<file path="src/rtl/sgen_pkg.sv">
// Shared types and helpers for the serial clock generator.
// Assumes: two-bit source code and two-bit prescaler code.
package sgen_pkg;

    typedef enum logic [1:0] {
        SRC_OSC16 = 2'b00,
        SRC_OSC8  = 2'b01,
        SRC_OSC4  = 2'b10,
        SRC_TIMER = 2'b11
    } src_sel_e;

    localparam int unsigned PRESC_W = 5;

    // Last prescaler count value for a code: /1, /2, /8, /32.
    function automatic logic [PRESC_W-1:0] presc_last(input logic [1:0] code);
        case (code)
            2'd0:    return 5'd0;
            2'd1:    return 5'd1;
            2'd2:    return 5'd7;
            default: return 5'd31;
        endcase
    endfunction

endpackage

</file>
<file path="src/rtl/sgen_tap_div.sv">
// Free-running binary counter that yields single-cycle enable pulses
// at the oscillator divided by 4, 8, 16 (tap i divides by 2^(i+2)).
// Assumes: clear is held whenever the chain must restart.
module sgen_tap_div #(
    parameter int unsigned NTAP = 3
) (
    input  logic            clk,
    input  logic            rst_n,
    input  logic            clear,
    output logic [NTAP-1:0] taps
);
    localparam int unsigned CW = NTAP + 1;

    logic [CW-1:0] cnt;

    // Count oscillator cycles since the last restart.
    always_ff @(posedge clk) begin
        if (!rst_n || clear) cnt <= '0;
        else                 cnt <= cnt + 1'b1;
    end

    for (genvar i = 0; i < NTAP; i++) begin : g_tap
        // Tap i fires when its low i+2 bits are all ones.
        assign taps[i] = &cnt[i+1:0];

        assert_tap_pulse_R1: assert property (@(posedge clk) disable iff (!rst_n)
            taps[i] |=> !taps[i]);
    end

endmodule

</file>
<file path="src/rtl/sgen_reload_timer.sv">
// Prescaled reload down-counter. It loads the reload value on clear,
// decrements once per prescaled tick and emits a one-cycle underflow
// pulse when it is at zero on a tick, reloading in the same step.
// Period = (reload+1) * prescale divide.
// Assumes: reload changes only together with clear.
module sgen_reload_timer
    import sgen_pkg::*;
#(
    parameter int unsigned RLD_W = 8
) (
    input  logic             clk,
    input  logic             rst_n,
    input  logic             clear,
    input  logic [1:0]       presc_code,
    input  logic [RLD_W-1:0] reload,
    output logic             underflow
);
    logic [PRESC_W-1:0] pc;
    logic [RLD_W-1:0]   cnt;
    logic               ptick;

    assign ptick = (pc == presc_last(presc_code));

    // Prescaler: wrap at the coded limit, restart on clear.
    always_ff @(posedge clk) begin
        if (!rst_n)              pc <= '0;
        else if (clear || ptick) pc <= '0;
        else                     pc <= pc + 1'b1;
    end

    // Down-counter: load on clear, reload on underflow, else decrement per tick.
    always_ff @(posedge clk) begin
        if (!rst_n)      cnt <= '0;
        else if (clear)  cnt <= reload;
        else if (ptick)  cnt <= (cnt == '0) ? reload : cnt - 1'b1;
    end

    assign underflow = ptick && (cnt == '0) && !clear;

    assert_cnt_within_reload_R3: assert property (@(posedge clk) disable iff (!rst_n || clear)
        cnt <= reload);

endmodule

</file>
<file path="src/rtl/sgen_bit_div.sv">
// Source selector with the timer halving stage and the common
// divide-by-16 bit stage. Emits the bit strobe and a 50% duty level.
// Assumes: taps[0..2] are the /4, /8, /16 oscillator pulses.
module sgen_bit_div
    import sgen_pkg::*;
#(
    parameter int unsigned DIV_LOG2 = 4
) (
    input  logic     clk,
    input  logic     rst_n,
    input  logic     clear,
    input  src_sel_e sel,
    input  logic [2:0] taps,
    input  logic     underflow,
    output logic     tick,
    output logic     level
);
    logic                half;
    logic                src_pulse;
    logic [DIV_LOG2-1:0] dcnt;

    // Halve the timer underflow rate.
    always_ff @(posedge clk) begin
        if (!rst_n || clear) half <= 1'b0;
        else if (underflow)  half <= ~half;
    end

    // Pick the source enable pulse.
    always_comb begin
        case (sel)
            SRC_OSC4:  src_pulse = taps[0];
            SRC_OSC8:  src_pulse = taps[1];
            SRC_OSC16: src_pulse = taps[2];
            default:   src_pulse = underflow && half;
        endcase
    end

    // Common bit divider counting source pulses.
    always_ff @(posedge clk) begin
        if (!rst_n || clear) dcnt <= '0;
        else if (src_pulse)  dcnt <= dcnt + 1'b1;
    end

    assign tick  = src_pulse && (&dcnt) && !clear;
    assign level = dcnt[DIV_LOG2-1];

    assert_tick_single_R9: assert property (@(posedge clk) disable iff (!rst_n)
        tick |=> !tick);

    assert_level_low_after_tick_R5: assert property (@(posedge clk) disable iff (!rst_n)
        tick |=> !level);

endmodule

</file>
<file path="src/rtl/sgen_serclk.sv">
// Serial synchronous clock generator top. Holds the configuration copy
// whose mismatch restarts the chain, instances the tap divider, the
// reload timer and the bit divider, and adds the slave-mode bypass.
// Assumes: ext_sclk is synchronous to clk; inputs change between edges.
module sgen_serclk
    import sgen_pkg::*;
#(
    parameter int unsigned RLD_W = 8
) (
    input  logic             clk,
    input  logic             rst_n,
    input  logic             en,
    input  logic             slave_mode,
    input  logic [1:0]       src_sel,
    input  logic [1:0]       tmr_presc,
    input  logic [RLD_W-1:0] tmr_reload,
    input  logic             ext_sclk,
    output logic             bit_tick,
    output logic             sclk_out
);
    localparam int unsigned NTAP = 3;

    logic             en_q;
    src_sel_e         sel_q;
    logic [1:0]       presc_q;
    logic [RLD_W-1:0] rld_q;
    logic             restart;
    logic [NTAP-1:0]  taps;
    logic             uf;
    logic             mst_tick;
    logic             mst_level;
    logic             ext_q1;
    logic             ext_q2;
    logic             slv_tick;

    // Configuration copy; reset selects oscillator/16.
    always_ff @(posedge clk) begin
        if (!rst_n) begin
            en_q    <= 1'b0;
            sel_q   <= SRC_OSC16;
            presc_q <= 2'd0;
            rld_q   <= '0;
        end else begin
            en_q    <= en;
            sel_q   <= src_sel_e'(src_sel);
            presc_q <= tmr_presc;
            rld_q   <= tmr_reload;
        end
    end

    assign restart = !en_q || (src_sel != sel_q) || (tmr_presc != presc_q)
                   || (tmr_reload != rld_q);

    sgen_tap_div #(.NTAP(NTAP)) u_taps (
        .clk   (clk),
        .rst_n (rst_n),
        .clear (restart),
        .taps  (taps)
    );

    sgen_reload_timer #(.RLD_W(RLD_W)) u_timer (
        .clk        (clk),
        .rst_n      (rst_n),
        .clear      (restart),
        .presc_code (presc_q),
        .reload     (tmr_reload),
        .underflow  (uf)
    );

    sgen_bit_div #(.DIV_LOG2(4)) u_bitdiv (
        .clk       (clk),
        .rst_n     (rst_n),
        .clear     (restart),
        .sel       (sel_q),
        .taps      (taps),
        .underflow (uf),
        .tick      (mst_tick),
        .level     (mst_level)
    );

    // Two-stage sample of the external clock for rising-edge detection.
    always_ff @(posedge clk) begin
        if (!rst_n) begin
            ext_q1 <= 1'b0;
            ext_q2 <= 1'b0;
        end else begin
            ext_q1 <= ext_sclk;
            ext_q2 <= ext_q1;
        end
    end

    assign slv_tick = ext_q1 && !ext_q2;

    assign bit_tick = en_q && (slave_mode ? slv_tick : mst_tick);
    assign sclk_out = slave_mode ? ext_sclk : (en_q && mst_level);

    assert_idle_quiet_R8: assert property (@(posedge clk) disable iff (!rst_n)
        !en |=> !bit_tick);

    assert_slave_tick_single_R7: assert property (@(posedge clk) disable iff (!rst_n)
        (slave_mode && slv_tick) |=> !slv_tick);

endmodule

</file>
<file path="config.mk">
export PLATFORM = sky130hd
export DESIGN_NAME = sgen_serclk
export DESIGN_NICKNAME = d
export VERILOG_FILES = /design/src/rtl/sgen_pkg.sv /design/src/rtl/sgen_tap_div.sv /design/src/rtl/sgen_reload_timer.sv /design/src/rtl/sgen_bit_div.sv /design/src/rtl/sgen_serclk.sv
export SDC_FILE = /design/constraint.sdc
export NUM_CORES = 1
export LEC_CHECK = 0
export BUFFER_PORTS_ARGS = -buffer_cell sky130_fd_sc_hd__buf_4
export CAP_MARGIN = 30
export CORE_MARGIN = 2
export CORE_UTILIZATION = 35
export DETAILED_ROUTE_END_ITERATION = 10
export PLACE_DENSITY = 0.58
export SLEW_MARGIN = 20
export SYNTH_ARGS = -nofsm -noshare
export SYNTH_HDL_FRONTEND = slang
export SYNTH_HIERARCHICAL = 1
export SYNTH_SLANG_ARGS = --single-unit
</file>
<file path="constraint.sdc">
create_clock -name clk -period 6.8 [get_ports clk]
set_input_delay 1.36 -clock clk [delete_from_list [all_inputs] [get_ports clk]]
set_output_delay 1.36 -clock clk [all_outputs]
set_load 0.02 [all_outputs]
</file>
==> summary.md <==
| Metric | Value |
|---|---|
| Total gr overflow | `0` |
| Post-synth EDFFs | `0` |
| CP endpoint kind | `output pin` |
| Root Buffer | `clkbuf_8` |
| Reg2reg start | `presc_q[1]` |
| Post-DR wirelength/cell | `about 14 um` |
| Tot Pwr | `between 400 and 500 uW` |
| FP Rows | `26` |
| Worst IR drop on VDD | `around 0.11 mV` |
| Layout cells sized above 1 | `~16%` |
| Crit path launch | `tmr_reload[2]` |
| Leakage | `between 0.0008 and 0.0009 uW` |
| Post-CTS setup buffers | `0` |
| Fin Setup TNS | `0 ns` |
| Crit path launch type | `input port` |
| Starting Density | `a little over a third` |
| Max-cap violations | `0` |
| Synth async-reset ratio | `0%` |
| GR peak layer | `met2` |
| Post-route antenna net violation count | `0` |
| CP Class | `input port to output pin` |
| Mapped cell area | `~1900 um^2` |
| Vias in the first global route | `~1,500` |
| Power Dens Cells | `slightly above 200 nW/um^2` |
| Worst-margin pin slew | `roughly 0.75 ns` |
| Worst EP required | `5.44 ns` |
| Top FF cell, synth | `dfxtp_1` |
| Sink Count | `37` |
| Cells after synthesis | `between 150 and 200` |
| HP Class | `flip-flop to flip-flop` |
| Fmax | `around 0.18 GHz` |
| Hold buffer count at CTS | `0` |
| Worst-case headroom to the max-slew limit | `around half` |
| Post-synthesis sequential area ratio | `approximately two fifths` |
| First-pass GRT wire length | `6975 um` |
| Total detailed-routing wirelength | `a little over 4000 um` |
| CTS buffer count | `5` |
| Vias/cell | `between 5 and 6` |
| Die Ht | `~77 um` |
| Port Buffers | `18` |
| Largest net degree at the start of global routing | `28` |
| Clk buf depth | `2` |
| CP max FO | `19` |
| Routability cong. | `approximately 0.85` |
| GR Util met3 | `~3.3%` |
| Reg-to-reg slack, setup | `just over 4 ns` |
| CTS tree | `built` |
| Via Count | `approximately 1,500` |
| Met2 Resource Use GR | `between 20% and 30%` |
| Total GRT Usage | `between 10 and 15%` |
| Die area | `between 5000 and 6000 um^2` |
| Hold Crit Depth | `1` |
| Final nets | `between 200 and 250` |
| Worst R2R Path Depth | `9` |
| Area delta synth->final | `16.16%` |
| H-tree level count | `2` |
| 1st-pass router iterations | `4` |
| Reg clk slew, reported paths | `~0.07 ns` |
| Antenna violations before repair | `0` |
| Flops & latches, synth | `37` |
| Minimum clock period | `~5.4 ns` |
| Fin. max-slew vios | `0` |
| DP HPWL | `just under 3000 um` |
| Worst Skew | `0.003087 ns` |
| Finished Cell Area | `between 2000 and 2500 um^2` |
| Pre-CTS setup slack | `1.356 ns` |
| Met1 usage | `between 10% and 20%` |
| YS warnings | `6` |
| Dpl cell area | `around 2100 um^2` |
| Total core area | `5140 um^2` |
| RSZ-0062 raised after global routing | `false` |
| Hold_ws | `0.4618 ns` |
| Critical Path AT | `4.06 ns` |
| Chip width | `77.01 um` |
| Cts repair resizes | `0` |
| Syn_nets | `218` |
| Clk_lat worst skew | `0.28 ns` |
| Final hold vios | `0` |
| Worst Slack Setup Final | `about 1.4 ns` |
| # setup viols final | `0` |
| I/O pins | `19` |
| Avg Synthesized Cell Area | `about 9.6 um^2` |
| Crit share post-route | `about four fifths` |
| Status | `finished, final reports clean` |
| Ant. Diodes | `0` |
| Fill cells | `~550` |
| Synth cell types | `47` |
| HP Start | `ext_q1` |
| DR DRC count | `0` |
| DR iter-0 viols | `60` |
worst max-delay path, stage by stage:
cell and delay (ns):
buf_4 0.12, xnor2_1 0.21, nand4_1 0.13, or4_1 0.50, buf_4 0.21, nor4_1 0.44
and2_1 0.19, mux4_2 0.31, and4_2 0.23, nand2b_1 0.05, a21boi_0 0.15, buf_4 0.16
stage by stage:
step / instances / utilization, %
finish: 288 / 42.16
global route: 288 / 42.16
CTS: 288 / 42.16
detailed placement: 281 / 40.41
global placement: 281 / 40.41
floorplan: 195 / -
flip-flops by register name, summed over array words and instances (netlist names):
signal	flops
rld_q	8
ext_q1	1
en_q	1
ext_q2	1
u_timer/cnt	8
sel_q	2
presc_q	2
u_bitdiv/half	1
u_timer/pc	5
u_taps/cnt	4
u_bitdiv/dcnt	4
final cells by class:
type                    instances  area (um^2)  share of cell area (%)
clock buffers                   6        82.58                   3.811
flip-flops and latches         37        740.7                   34.18
inverters                       6        22.52                   1.039
clock inverters                 1        7.507                  0.3464
multi-input cells             149         1084                   50.00
well taps                      70        87.58                   4.042
repair buffers                 19        142.6                   6.582
kinds of logic after synthesis:
logic type	share of synthesized area [%]
buffers and inverters	2.213
DFF	39.70
and+or+nand+nor	26.69
muxes	4.427
xor gates and xnor gates	8.451
AOI/OAI and AO/OA	14.49
adders and majority gates	4.024
final timing paths:
check / to
setup / recovery: bit_tick
hold / removal: ext_q2
setup reg to reg: u_bitdiv/dcnt[3]
hold reg to reg: ext_q2
layout by cell type, fill, tap and decap left out, types with 2 or more instances in the layout:
cell      synthesis  routed
dfxtp_1          37      37
buf_4             0      19
and2_1           17      17
xnor2_1          16      16
nand2_1          10      10
nor2_1            7       7
nand3_1           6       6
clkbuf_8          0       6
mux2i_1           6       6
inv_1             6       6
ha_1              6       6
nor3_1            6       6
a21oi_1           6       6
nand4_1           5       5
o21ai_0           5       5
nor3b_1           5       5
o311ai_0          5       5
nand2b_1          4       4
nor2b_1           4       4
nor4_1            4       4
a211o_1           3       3
a211oi_1          3       3
nand3b_1          2       2
and3_1            2       2
and3b_2           2       2
a21oi_2           2       2
xor2_1            2       2
a311oi_1          2       2
power breakdown:
group	total (uW)	leakage, uW	switching [uW]	internal [uW]
clock	156	0.0000433	75.8	80.1
sequential	231	0.000304	7.33	224
combinational	50.2	0.000458	25.5	24.7
Yosys cell counts, drive strengths merged, types with 5 or more instances:
cell type  number  area [um^2]
a21oi           8        47.55
and2           17        106.4
dfxtp          37        740.7
ha              6        75.07
inv             6        22.52
mux2i           6        60.06
nand2          10        37.54
nand3           6        30.03
nand4           5        31.28
nor2            7        26.28
nor3            7        40.04
nor3b           5        37.54
o21ai           6        30.02
o311ai          5        43.79
xnor2          16        140.1
per-layer routing:
layer,routed length [um],share of wire [%]
met5,0,0
met4,29,0.72
met3,193,4.8
met2,1831,45
met1,2001,49
(Power assumes the default switching activity.)
